===== src/rtl/lnk_desc_pkg.sv =====
package lnk_desc_pkg;

  // descriptor geometry: eight words, fixed by the memory format
  localparam int NWORDS = 8;
  localparam int W_HDR  = 0;
  localparam int W_SRC  = 1;
  localparam int W_DST  = 2;
  localparam int W_LEN  = 3;
  localparam int W_CFG  = 4;
  localparam int W_ITVL = 5;
  localparam int W_EXT  = 6;
  localparam int W_NEXT = 7;

  // header and configuration bit positions decoded by this block
  localparam int HDR_VALID_BIT   = 0;
  localparam int CFG_LINK_BIT    = 31;
  localparam int CFG_IRQMASK_BIT = 24;
  localparam int CFG_DFIX_BIT    = 21;
  localparam int CFG_SFIX_BIT    = 20;
  localparam int CFG_DUNIT_LSB   = 16;
  localparam int CFG_SUNIT_LSB   = 12;

  localparam int SIZE_CODE_W = 4;
  localparam int SIZE_CODES  = 8;
  localparam int UNIT_W      = SIZE_CODES;

  typedef enum logic [1:0] {
    ST_IDLE,
    ST_FETCH,
    ST_CHECK,
    ST_WAIT
  } walk_st_t;

  // unit size in bytes for a size code; codes past the table give zero
  function automatic logic [UNIT_W-1:0] unit_bytes(input logic [SIZE_CODE_W-1:0] code);
    if (code < SIZE_CODE_W'(SIZE_CODES))
      return UNIT_W'(1) << code[$clog2(SIZE_CODES)-1:0];
    return '0;
  endfunction

endpackage


===== src/rtl/ldw_fetch_unit.sv =====
module ldw_fetch_unit
  import lnk_desc_pkg::*;
#(
  parameter int AW = 32,
  parameter int DW = 32
) (
  input  logic          clk,
  input  logic          rst,
  input  logic          go,
  input  logic [AW-1:0] go_addr,
  output logic          rd_req,
  output logic [AW-1:0] rd_addr,
  input  logic          rd_valid,
  input  logic          rd_err,
  input  logic [DW-1:0] rd_data,
  output logic [DW-1:0] words [NWORDS],
  output logic [AW-1:0] base,
  output logic          done,
  output logic          err
);

  localparam int IDX_W = $clog2(NWORDS);
  localparam logic [IDX_W-1:0] LAST_IDX = IDX_W'(NWORDS - 1);
  localparam logic [AW-1:0] STEP = AW'(DW / 8);

  logic [IDX_W-1:0] idx;
  logic             accept;

  assign accept = rd_req & rd_valid;

  always_ff @(posedge clk) begin
    if (rst) begin
      rd_req  <= 1'b0;
      rd_addr <= '0;
      base    <= '0;
      idx     <= '0;
      done    <= 1'b0;
      err     <= 1'b0;
    end else begin
      done <= 1'b0;
      err  <= 1'b0;
      if (go) begin
        rd_req  <= 1'b1;
        rd_addr <= go_addr;
        base    <= go_addr;
        idx     <= '0;
      end else if (accept) begin
        if (rd_err) begin
          rd_req <= 1'b0;
          err    <= 1'b1;
        end else begin
          rd_addr <= rd_addr + STEP;
          idx     <= idx + 1'b1;
          if (idx == LAST_IDX) begin
            rd_req <= 1'b0;
            done   <= 1'b1;
          end
        end
      end
    end
  end

  // word store: no reset, one write port, suits a small RAM
  always_ff @(posedge clk) begin
    if (accept && !rd_err)
      words[idx] <= rd_data;
  end

endmodule


===== src/rtl/ldw_cfg_decode.sv =====
module ldw_cfg_decode
  import lnk_desc_pkg::*;
#(
  parameter int DW = 32
) (
  input  logic [DW-1:0]     cfg,
  output logic              link_en,
  output logic              irq_en,
  output logic              src_fixed,
  output logic              dst_fixed,
  output logic [UNIT_W-1:0] src_unit,
  output logic [UNIT_W-1:0] dst_unit
);

  localparam int NSIDES = 2;
  localparam int SIDE_LSB [NSIDES] = '{CFG_SUNIT_LSB, CFG_DUNIT_LSB};

  logic [UNIT_W-1:0] units [NSIDES];
  logic              unused_cfg;

  for (genvar g = 0; g < NSIDES; g++) begin : g_unit
    assign units[g] = unit_bytes(cfg[SIDE_LSB[g] +: SIZE_CODE_W]);
  end

  assign src_unit   = units[0];
  assign dst_unit   = units[1];
  assign link_en    = cfg[CFG_LINK_BIT];
  assign irq_en     = ~cfg[CFG_IRQMASK_BIT];
  assign src_fixed  = cfg[CFG_SFIX_BIT];
  assign dst_fixed  = cfg[CFG_DFIX_BIT];
  assign unused_cfg = ^cfg;

endmodule


===== src/rtl/lnk_desc_walker.sv =====
module lnk_desc_walker
  import lnk_desc_pkg::*;
#(
  parameter int AW = 32,
  parameter int DW = 32
) (
  input  logic              clk,
  input  logic              rst,
  input  logic              start,
  input  logic [AW-1:0]     start_addr,
  output logic              busy,
  output logic              err_flag,
  output logic              rd_req,
  output logic [AW-1:0]     rd_addr,
  input  logic              rd_valid,
  input  logic              rd_err,
  input  logic [DW-1:0]     rd_data,
  output logic              wr_en,
  output logic [AW-1:0]     wr_addr,
  output logic [DW-1:0]     wr_data,
  output logic              xfer_start,
  output logic [DW-1:0]     xfer_src,
  output logic [DW-1:0]     xfer_dst,
  output logic [DW-1:0]     xfer_len,
  output logic              xfer_src_fixed,
  output logic              xfer_dst_fixed,
  output logic [UNIT_W-1:0] xfer_src_unit,
  output logic [UNIT_W-1:0] xfer_dst_unit,
  input  logic              xfer_done,
  output logic              end_irq
);

  localparam logic [DW-1:0] VALID_MASK = DW'(1) << HDR_VALID_BIT;

  walk_st_t          st;
  logic [DW-1:0]     words [NWORDS];
  logic [AW-1:0]     desc_base;
  logic [AW-1:0]     go_addr;
  logic              go, f_done, f_err;
  logic              hdr_valid, link_en, irq_en, sfix, dfix;
  logic [UNIT_W-1:0] sunit, dunit;
  logic              unused_words;

  assign hdr_valid = words[W_HDR][HDR_VALID_BIT];
  assign go        = ((st == ST_IDLE) && start) ||
                     ((st == ST_WAIT) && xfer_done && link_en);
  assign go_addr   = (st == ST_IDLE) ? start_addr : words[W_NEXT][AW-1:0];
  assign busy      = (st != ST_IDLE);
  assign unused_words = ^{words[W_ITVL], words[W_EXT]};

  ldw_fetch_unit #(.AW(AW), .DW(DW)) u_fetch (
    .clk      (clk),
    .rst      (rst),
    .go       (go),
    .go_addr  (go_addr),
    .rd_req   (rd_req),
    .rd_addr  (rd_addr),
    .rd_valid (rd_valid),
    .rd_err   (rd_err),
    .rd_data  (rd_data),
    .words    (words),
    .base     (desc_base),
    .done     (f_done),
    .err      (f_err)
  );

  ldw_cfg_decode #(.DW(DW)) u_cfg (
    .cfg       (words[W_CFG]),
    .link_en   (link_en),
    .irq_en    (irq_en),
    .src_fixed (sfix),
    .dst_fixed (dfix),
    .src_unit  (sunit),
    .dst_unit  (dunit)
  );

  always_ff @(posedge clk) begin
    if (rst) begin
      st             <= ST_IDLE;
      err_flag       <= 1'b0;
      wr_en          <= 1'b0;
      wr_addr        <= '0;
      wr_data        <= '0;
      end_irq        <= 1'b0;
      xfer_start     <= 1'b0;
      xfer_src       <= '0;
      xfer_dst       <= '0;
      xfer_len       <= '0;
      xfer_src_fixed <= 1'b0;
      xfer_dst_fixed <= 1'b0;
      xfer_src_unit  <= '0;
      xfer_dst_unit  <= '0;
    end else begin
      xfer_start <= 1'b0;
      wr_en      <= 1'b0;
      end_irq    <= 1'b0;
      unique case (st)
        ST_IDLE: begin
          if (start) begin
            err_flag <= 1'b0;
            st       <= ST_FETCH;
          end
        end
        ST_FETCH: begin
          if (f_err) begin
            err_flag <= 1'b1;
            st       <= ST_IDLE;
          end else if (f_done) begin
            st <= ST_CHECK;
          end
        end
        ST_CHECK: begin
          if (hdr_valid) begin
            xfer_start     <= 1'b1;
            xfer_src       <= words[W_SRC];
            xfer_dst       <= words[W_DST];
            xfer_len       <= words[W_LEN];
            xfer_src_fixed <= sfix;
            xfer_dst_fixed <= dfix;
            xfer_src_unit  <= sunit;
            xfer_dst_unit  <= dunit;
            st             <= ST_WAIT;
          end else begin
            st <= ST_IDLE;
          end
        end
        ST_WAIT: begin
          if (xfer_done) begin
            wr_en   <= 1'b1;
            wr_addr <= desc_base;
            wr_data <= words[W_HDR] & ~VALID_MASK;
            end_irq <= irq_en;
            st      <= link_en ? ST_FETCH : ST_IDLE;
          end
        end
        default: st <= ST_IDLE;
      endcase
    end
  end

endmodule


===== config.mk =====
export PLATFORM = sky130hd
export DESIGN_NAME = lnk_desc_walker
export DESIGN_NICKNAME = d
export VERILOG_FILES = /design/src/rtl/lnk_desc_pkg.sv /design/src/rtl/ldw_fetch_unit.sv /design/src/rtl/ldw_cfg_decode.sv /design/src/rtl/lnk_desc_walker.sv
export SDC_FILE = /design/constraint.sdc
export NUM_CORES = 1
export LEC_CHECK = 0
export BUFFER_PORTS_ARGS = -buffer_cell sky130_fd_sc_hd__buf_4
export CORE_AREA = 2 2 218 220
export CTS_CLUSTER_DIAMETER = 100
export DETAILED_ROUTE_END_ITERATION = 10
export DIE_AREA = 0 0 220 222
export REMOVE_ABC_BUFFERS = 1
export SLEW_MARGIN = 20
export SYNTH_ARGS = -nofsm -noshare
export SYNTH_HDL_FRONTEND = slang
export SYNTH_SLANG_ARGS = --single-unit

===== constraint.sdc =====
create_clock -name clk -period 9.55 [get_ports clk]
set_clock_uncertainty 0.15 [all_clocks]
set_input_delay 0.955 -clock clk [delete_from_list [all_inputs] [get_ports clk]]
set_output_delay 0.955 -clock clk [all_outputs]
set_load 0.005 [all_outputs]

# Word-level counts from Yosys, hierarchy flattened

Index checks and enable logic that the tools add are counted.
W data, S select, Z words.

Register bits: 509

Add/sub/neg operators: 2
Magnitude comparators: 4
Equal/unequal tests: 9
Shift-type cells: 2
Muxes and demuxes: 31
Bitwise logic cells: 8
Reductions and logical operators: 25

Operators with widths:

| operator                | number |
|---|---|
| $bwmux W256             | 1 |
| $mux W32                | 5 |
| $demux W32 S3           | 1 |
| $add A32 B3 Y32 const B | 1 |
| $mux W8                 | 4 |
| $shl A1 B3 Y8 const A   | 2 |
| $mux W1                 | 13 |
| $mux W2                 | 5 |
| $reduce_and A2 Y1       | 5 |
| $lt A4 B4 Y1 const B    | 2 |
| $pmux W2 S4             | 1 |
| $not A1 Y1              | 6 |
| $reduce_and A3 Y1       | 2 |
| $reduce_bool A2 Y1      | 3 |
| $reduce_or A2 Y1        | 3 |
| $reduce_or A3 Y1        | 2 |
| $logic_and A1 B1 Y1     | 5 |
| $eq A2 B2 Y1 const B    | 2 |
| $ge A4 B4 Y1 const B    | 1 |
| $lt A4 B1 Y1 const B    | 1 |
| $ne A2 B1 Y1 const B    | 2 |
| $ne A2 B2 Y1 const B    | 2 |
| $not A3 Y4              | 1 |
| $reduce_or A4 Y1        | 1 |
| other kinds (10)        | 10 |

# Depth between registers and ports, before layout

Gate-level depths: netlist of run 1.

Depth in word-level cells: 6
Gate-level depth with buffers: 7
Mapped depth without buffers: 6

# Modules after synthesis

From an unflattened synthesis of run 1, not the netlist that was laid out.

Cells, all modules: 1489
Area total of the unflattened synthesis: 17942.2 um^2

Modules (own cells, without submodules):

| module          | instances | cells an instance | area each (um^2) |
|---|---|---|---|
| ldw_fetch_unit  | 1         | 633               | 10981.8 |
| lnk_desc_walker | 1         | 836               | 6771.5 |
| ldw_cfg_decode  | 1         | 20                | 188.9 |

# Least setup slack after synthesis of run 1

No wires, ideal clock.

Kind: input port to flip-flop
Start point: input rd_err
End point: register u_fetch.words[160] in the netlist's numbering (enable)
Library setup time: 0.513 ns
Arrival: 4.586 ns
Required time: 8.887 ns
Setup slack: 4.301 ns
Cell stages on the path: 2
Path through: nand3b_4 nor4b_1

Longest elaborated chain between the ends: 2

Ends and longest elaborated chain:

| element                        | line                  | RTL |
|---|---|---|
| start: declaration             | lnk_desc_walker.sv:16 | `input logic rd_err,` |
| $logic_not A1 Y1               | ldw_fetch_unit.sv:65  | `if (accept && !rd_err)` |
| $logic_and A1 B1 Y1            | ldw_fetch_unit.sv:65  |  |
| end signal: indexed assignment | ldw_fetch_unit.sv:66  | `words[idx] <= rd_data;` |
| end: declaration               | ldw_fetch_unit.sv:16  | `output logic [DW-1:0] words [NWORDS],` |

No other way between the ends.
A chain may end at the register's enable or synchronous reset.

# Final worst setup path of run 1

Start point: register st[1]
End point: output busy

Longest elaborated chain between the ends: 1

Ends and longest elaborated chain:

| element                  | line                   | RTL |
|---|---|---|
| start: declaration       | lnk_desc_walker.sv:35  | `walk_st_t st;` |
| start signal: assignment | lnk_desc_walker.sv:133 | `st <= link_en ? ST_FETCH : ST_IDLE;` |
| $reduce_bool A2 Y1       | lnk_desc_walker.sv:48  | `assign busy = (st != ST_IDLE);` |
| end: declaration         | lnk_desc_walker.sv:11  | `output logic busy,` |

No other way between the ends.

==> results.toml, run 1 <==
[sta]
layout_setup_ws_ps = 6210
fin_crit_sh_pct = 35.0
fmax_ghz = 0.299
slew-limit-headroom_pct = 31.2
finalSetupViolCount = 0
fin_crit_ps = 3340
holdWs_ps = 250
worst_pin_slew_ps = 1030
hold_viol = 0
grt_setup_unrepaired = "false"
fin_setup_tns_ps = 0
slew_violations = 0

[final_layout]
drive_gt1_share_pct = 24.4
final_common_cell = "nand2_1"
diodes = 0
final_area_sq_mm = 0.0191
fin_util_pct = 41.2
syn2layout_area_growth_pct = 29.7
finalNonFillerCells = 2202
nets = 1634
most-common-layout-cells = "337 x nand2_1, 297 x buf_4, 253 x dfxtp_1"

[place]
place_congestion = 0.761
port_buffers = 284
numPlacedInstances = 2119
post-place-ws_ps = 6130
placed_area_sq_mm = 0.0175
dp_hpwl_um = 26600

[logic_synthesis]
ys_types = 46
synthArstFlopShare_pct = 0
synth.avg_cell_area_sq_um = 11.4
synthCells = 1293
yosysTopAreaCellShare_pct = 35.1
syn-cell-area_sq_mm = 0.0147
synth-seq-cells = 425
ys.warnings.count = 0
synth_ff_type = "dfxtp_1"
synth_largest_area_cell = "edfxtp_1"
synth_edf_count = 172
synth_area_leaders = "edfxtp_1 35%, dfxtp_1 34%, nand2_1 8.6%, a21oi_1 6.4%, mux2i_1 2.3%"
yosysSeqAreaShare_pct = 69.6

[pwr]
power_frac_seq_pct = 49.2
vdd_ir_drop_max_mv = 0.155
p_leak_nw = 7.01
netSwitchingPower_mw = 0.826
p_comb_share_pct = 4.1
power_mw = 3.94
internal_power_mw = 3.12
clkPwrFrac_pct = 46.7
power_density_mw_per_mm2 = 207
swShare_pct = 20.9

[global_routing]
grt_pass1_vias = 10200
grt_overflow = 0
grt_use_total_pct = 16.5
antenna_found_initial = 1
grt_pass1_wl_um = 61300
grt_max_degree = 115

[run_status]
status = "complete, no violations"

[floorplanning]
num_rows = 79
dieArea_sq_mm = 0.0488
core-area_sq_mm = 0.0463
pin_count = 286
initial_utilization_pct = 31.8
die_w_um = 220
die-height_um = 222

[setup_path]
critical_path.max_fanout = 33
r2r_setup_slack_ps = 6930
crit_required_ps = 8450
crit_path_start_kind = "register"
path_class = "register to primary output"
cp.arrival_ps = 2240
cp-end-kind = "primary output"

[clock_network]
hold_buffers = 0
clock_latency_ps = 570
path_clk_slew_ps = 60
numClockSinks = 425
cts_buffer_depth = 3
post-cts-setup-buffer-count = 0
cts_tree = "built"
clock-root-buffer = "clkbuf_16"
cts_resized = 0
cts_buffers = 47
cts_max_level = 2

[detailed_routing]
drt-initial-drc-count = 420
vias = 10400
dr.pass1.iters = 5
drcViolationCount = 0
final_antenna_net_count = 0
wire_per_inst_um = 18.6
avgViaCountPerCell = 4.73
wl_um = 40900

[min_path]
hold_class = "register to register"

[job]
drv_cap = 0
==> cell usage after synthesis (all sizes together) (5+ instances only) <==
| library cell | number |
|---|---|
| nand3 | 12 |
| o21a | 25 |
| xnor2 | 6 |
| a211oi | 11 |
| a32o | 8 |
| a21o | 5 |
| o21ai | 6 |
| nor2b | 5 |
| nor2 | 30 |
| nor4 | 8 |
| nor3 | 8 |
| a21boi | 20 |
| nand4 | 12 |
| and3 | 6 |
| a22o | 8 |
| nand2 | 338 |
| dfxtp | 253 |
| edfxtp | 172 |
| mux2i | 34 |
| xor2 | 23 |
| a21oi | 189 |
| clkbuf | 67 |
| buf | 14 |
==> routing by layer <==
| layer | global-route usage (%) | routed length (um) | vias to the layer above |
|---|---|---|---|
| li1 | - | - | 5032 |
| met1 | 21.7 | 18300 | 5042 |
| met2 | 25.7 | 18300 | 263 |
| met3 | 5.06 | 3080 | 77 |
| met4 | 5.89 | 1170 | 0 |
| met5 | 0 | 0 | - |
==> worst max-delay path, stage by stage (launching register included) <==
cell     delay, ps
dfxtp_1        690
or2_2          210
buf_4          530
buf_4          230
==> registers in the layout, summed over array words and instances (netlist names), 2 cells and up <==
name             flops
wr_addr             32
u_fetch.base        32
xfer_len            32
xfer_dst_unit        8
u_fetch.words      172
st                   2
u_fetch.rd_addr     32
xfer_src_unit        8
wr_data             31
xfer_dst            32
u_fetch.idx          3
xfer_src            32
==> logic make-up after synthesis <==
family                     count (synthesis)  synth area share, %
xor gates and xnor gates                  29                 1.73
muxes                                     34                 2.32
DFF                                      425                 69.6
and+or+nand+nor                          441                 12.9
buffers and inverters                     85                 2.26
AOI/OAI and AO/OA                        275                 10.9
adders and majority gates                  3                0.255
other                                      1               0.0255
==> area by class of cell <==
type                            count  area [sq um]
Fill cell                        4425         27200
Clock buffer                       66          1340
Sequential cell                   425         10200
Multi-Input combinational cell    783          4210
Timing Repair Buffer              300          2270
Clock inverter                     17           236
Tap cell                          607           759
Inverter                            4          15.0
==> power by group through the flow <==
stage | Clock, mW | Combinational (mW) | Sequential [mW]
2_1_floorplan | 0 | 0.0627 | 1.98
3_3_place_gp | 0 | 0.161 | 1.98
3_5_place_dp | 0 | 0.164 | 1.98
4_1_cts | 1.90 | 0.164 | 1.94
5_1_grt | 1.97 | 0.177 | 1.95
6_report | 1.84 | 0.160 | 1.94
==> path summary, 6_finish.rpt <==
kind                           start                   to  cells after the start
hold / removal    u_fetch.words[120]              end_irq                      1
hold reg to reg   u_fetch.words[120]              end_irq                      1
setup / recovery               st[1]                 busy                      3
setup reg to reg               st[1]  u_fetch.rd_addr[11]                      5
Note: power is estimated with default switching activity, not from simulation.
==> run 2, diff against run 1 <==
- clock period: 9.55 -> 2.98 ns (I/O delays scaled with it)
==> run 2 against run 1 <==
Utilization is 0.70 points higher. Die area stayed put. Power grew to 3.1 times the previous value. Count of clock-buffer cells in the layout is 3 higher. Sequential cell count stayed put. First-iteration DRC count is 42% higher. Setup slack worse by 5800 ps. Largest cell class unchanged.
==> results.toml, run 2 (synthesis results as in run 1) <==
[pwr]
power_density_mw_per_mm2 = 622
power_frac_seq_pct = 51.6
p_comb_share_pct = 4.8
internal_power_mw = 9.43
netSwitchingPower_mw = 2.63
vdd_ir_drop_max_mv = 0.348
power_mw = 12.1
clkPwrFrac_pct = 43.6
swShare_pct = 21.8
p_leak_nw = 7.12

[place]
dp_hpwl_um = 28600
port_buffers = 284
post-place-ws_ps = 562
place_congestion = 0.771

[sta]
hold_viol = 0
finalSetupViolCount = 0
layout_setup_ws_ps = 391
fin_setup_tns_ps = 0
slew_violations = 0
fin_crit_ps = 2590
fin_crit_sh_pct = 86.9
fmax_ghz = 0.386
worst_pin_slew_ps = 1030
slew-limit-headroom_pct = 31.4
grt_setup_unrepaired = "false"

[final_layout]
final_common_cell = "nand2_1"
fin_util_pct = 41.9
largest_reg_flops = 172
syn2layout_area_growth_pct = 31.9
most-common-layout-cells = "337 x nand2_1, 302 x buf_4, 253 x dfxtp_1"
seq_area_sq_mm = 0.0102
nets = 1680
multiInputGateArea_sq_mm = 0.00421
drive_gt1_share_pct = 23.7
fillers = 4411
regMostFlops = "u_fetch.words"

[floorplanning]
dieArea_sq_mm = 0.0488
pin_count = 286
core-area_sq_mm = 0.0463
num_rows = 79
initial_utilization_pct = 31.8
die_w_um = 220
die-height_um = 222

[detailed_routing]
final_antenna_net_count = 0
top_layer_used = "met5"
m1WireLength_um = 18900
drt-initial-drc-count = 595
dr_wl_met3_um = 3440
drcViolationCount = 0
wire_per_inst_um = 18.8
routed-wl-met2_um = 18700
avgViaCountPerCell = 4.72
vias = 10600
wl_um = 42300
dr.pass1.iters = 5

[global_routing]
grt_pass1_wl_um = 63300
grt_overflow = 0
antenna_found_initial = 2
grt_max_degree = 99
grt_pass1_vias = 10500
grt_use_total_pct = 17.1

[setup_path]
r2r_setup_slack_ps = 570
r2r_start = "st[1]"
crit_required_ps = 2530
critical_path.max_fanout = 19
path_class = "register to primary output"
cp-end-kind = "primary output"
reg2reg_depth = 5
r2r_end = "u_fetch.rd_addr[19]"
crit_path_start_kind = "register"
cp.arrival_ps = 2140

[clock_network]
cts_buffers = 44
cts_resized = 0
clock-root-buffer = "clkbuf_16"
cts_max_level = 2
cts_tree = "built"
cts_buffer_depth = 3
numClockSinks = 425
clock_latency_ps = 570
path_clk_slew_ps = 60

[min_path]
hold_end = "u_fetch.rd_addr[4]"
hold_start = "start_addr[4]"
hold_depth = 3
hold_class = "input pin to register"

[job]
drv_cap = 0

[run_status]
status = "complete, no violations"
[run 2: cell types whose count changed in the layout (fill, tap and decap cells not counted), sizes merged]
cell,before,now
dlygate4sd3,0,39
buf,299,309
bufinv,6,1
clkinv,10,5
clkbuf,67,70
clkinvlp,0,2
diode,0,1
inv,5,6
[run 2: how the worst max path moves through the flow]
stage	slack (ps)	to	depth (start not counted)	from
after floorplan	-1700	u_fetch.words[160]	2	u_fetch.rd_req
after global placement	620	u_fetch.rd_addr[17]	5	st[1]
after detailed placement	560	u_fetch.rd_addr[17]	5	st[1]
after CTS	340	busy	3	st[1]
after global routing	250	busy	3	st[1]
final	390	busy	3	st[1]
[run 2: layout make-up]
class | instances | share of cell area, %
clock inverters | 10 | 0.432
multi-input cells | 783 | 21.7
clock buffers | 69 | 6.58
repair buffers | 349 | 14.5
flip-flops and latches | 425 | 52.8
well taps | 607 | 3.92
inverters | 4 | 0.0774
diodes | 1 | 0.0129
[run 2: through the flow]
step	area (sq um)	cells	hold WS [ps]
floorplan	14400	1212	217
global placement	17600	2129	245
detailed placement	17600	2129	259
CTS	19400	2247	0.834
global route	19400	2247	56.0
finish	19400	2248	37.9
[run 2: power groups by stage]
stage	sequential [mW]	combinational [mW]	clock (mW)
3_5_place_dp	6.35	0.550	0
5_1_grt	6.23	0.637	5.64
3_3_place_gp	6.35	0.541	0
4_1_cts	6.22	0.593	5.42
6_report	6.22	0.583	5.25
2_1_floorplan	6.33	0.201	0
[run 2: per-layer routing]
metal  GRT usage, %  vias up
li1               -     5127
met1           22.6     5113
met2           26.1      296
met3           5.53       66
met4           6.08        2
met5          0.202        -
[run 2: what timing repair did]
item,in CTS,in global routing
endpoints found under the hold margin,179,0
buffers inserted,0,0
hold buffers,39,0
[run 2: worst max-delay path: stages, from the launching register on]
cell	delay, ps
dfxtp_1	690
or2_2	450
buf_12	250
buf_4	160
==> run 3, diff against run 2 <==
- PLACE_DENSITY_LB_ADDON: default -> 0.25
==> run 3 against run 2 <==
Hold slack lost 13 ps. Global-route usage grew 0.27 points. Clock power grew 7.2%. Via count shrank 0.76%. Routed wire length grew 1.8%. Largest power group unchanged.
==> results.toml, run 3 (synthesis results as in run 1) <==
[run_status]
status = "complete, no violations"

[floorplanning]
core-area_sq_mm = 0.0463
initial_utilization_pct = 31.8
pin_count = 286
die-height_um = 222
die_w_um = 220
num_rows = 79
dieArea_sq_mm = 0.0488

[place]
port_buffers = 284
place_congestion = 0.783
numPlacedInstances = 2132
dp_hpwl_um = 28400
placed_area_sq_mm = 0.0176

[clock_network]
path_clk_slew_ps = 60
cts_tree = "built"
cts_resized = 0
cts_max_level = 2
hold_buffers = 40
cts_buffers = 46
post-cts-setup-buffer-count = 0
cts_buffer_depth = 3
numClockSinks = 425
clock_latency_ps = 570
clock-root-buffer = "clkbuf_16"

[pwr]
netSwitchingPower_mw = 2.69
clkPwrFrac_pct = 45.3
p_leak_nw = 7.21
power_mw = 12.4
internal_power_mw = 9.74
swShare_pct = 21.7
vdd_ir_drop_max_mv = 0.415
p_comb_share_pct = 4.7
power_frac_seq_pct = 50.1
power_density_mw_per_mm2 = 636

[setup_path]
crit_required_ps = 2530
cp_num_buf_inv = 2
crit_path_start_kind = "register"
critical_path.max_fanout = 18
crit_slowest_cell = "or2_2"
cp-end-kind = "primary output"
r2r_start = "st[0]"
path_class = "register to primary output"
cp_top_family = "simple AND/OR/NAND/NOR gates"
cp.arrival_ps = 2220
r2r_setup_slack_ps = 700
r2r_end = "u_fetch.rd_addr[17]"
crit_chain = "or2_2 > buf_12 > buf_4"
reg2reg_depth = 5
slowest_delay_ps = 670

[global_routing]
grt_use_total_pct = 17.4
grt_max_degree = 79
grt_pass1_vias = 10300
antenna_found_initial = 1
grt_pass1_wl_um = 64100
grt_overflow = 0

[min_path]
hold_start = "start_addr[9]"
hold_end = "u_fetch.rd_addr[9]"
hold_depth = 3
hold_class = "input pin to register"

[final_layout]
most-common-layout-cells = "337 x nand2_1, 306 x buf_4, 253 x dfxtp_1"
final_area_sq_mm = 0.0195
diodes = 0
nets = 1686
syn2layout_area_growth_pct = 33.0
final_common_cell = "nand2_1"
largest_reg_flops = 172
fillers = 4477
fin_util_pct = 42.2
finalNonFillerCells = 2257
drive_gt1_share_pct = 24.1
regMostFlops = "u_fetch.words"

[sta]
fin_setup_tns_ps = 0
fmax_ghz = 0.375
fin_crit_sh_pct = 89.5
grt_setup_unrepaired = "false"
finalSetupViolCount = 0
worst_pin_slew_ps = 740
slew-limit-headroom_pct = 50.2
hold_viol = 0
slew_violations = 0
fin_crit_ps = 2670

[detailed_routing]
dr.pass1.iters = 4
drcViolationCount = 0
wire_per_inst_um = 19.1
final_antenna_net_count = 0
vias = 10500
drt-initial-drc-count = 548
wl_um = 43100
avgViaCountPerCell = 4.66

[job]
drv_cap = 0
run 3: changes by cell type in the layout (fill, tap and decap cells not counted), sizes merged:
| cell | delta |
|---|---|
| buf | +3 |
| clkinvlp | -1 |
| inv | -1 |
| dlygate4sd3 | +1 |
| clkinv | +2 |
| clkbuf | +6 |
| diode | -1 |
run 3: power groups by stage:
| stage | Sequential [mW] | Clock (mW) | Combinational [mW] |
|---|---|---|---|
| after global placement | 6.35 | 0 | 0.542 |
| after CTS | 6.22 | 5.81 | 0.593 |
| after floorplan | 6.33 | 0 | 0.201 |
| final | 6.22 | 5.63 | 0.579 |
| after detailed placement | 6.35 | 0 | 0.548 |
| after global routing | 6.23 | 6.01 | 0.638 |
run 3: worst max path at each step:
stage	end	depth (start not counted)	start	slack [ps]
floorplan	u_fetch.words[160]	2	u_fetch.rd_req	-1700
finish	busy	3	st[0]	310
global route	busy	3	st[0]	160
CTS	busy	3	st[0]	240
global placement	xfer_dst_unit[4]	4	st[0]	730
detailed placement	xfer_src_unit[0]	4	st[0]	610
run 3: layout make-up:
class | count | area, sq um | share of cell area, %
clock inverter | 10 | 80.1 | 0.410
tap | 607 | 759 | 3.89
timing repair buffer | 353 | 2830 | 14.5
multi-input combinational | 783 | 4210 | 21.6
inverter | 4 | 15.0 | 0.0768
sequential | 425 | 10200 | 52.3
clock buffer | 75 | 1420 | 7.24
run 3: metrics by stage:
step | setup slack (ps) | hold slack, ps
6_report | 314 | 25.3
5_1_grt | 165 | 51.4
4_1_cts | 241 | 2.83
3_5_place_dp | 609 | 251
3_3_place_gp | 733 | 248
2_1_floorplan | -1700 | 217
run 3: routing by layer:
metal | global-route usage, % | vias up | part of all wire, %
li1 | - | 5137 | -
met1 | 22.7 | 5100 | 44
met5 | 0 | - | 0
met2 | 28.0 | 230 | 47
met4 | 4.63 | 0 | 1.8
met3 | 5.25 | 56 | 7.2
run 3: worst reg2reg max path, cell delays in order, from the launching register on:
cell      delay [ps]
dfxtp_1          550
or2_2            670
buf_12           280
mux2i_1          230
a21oi_1          110
a21boi_0         160
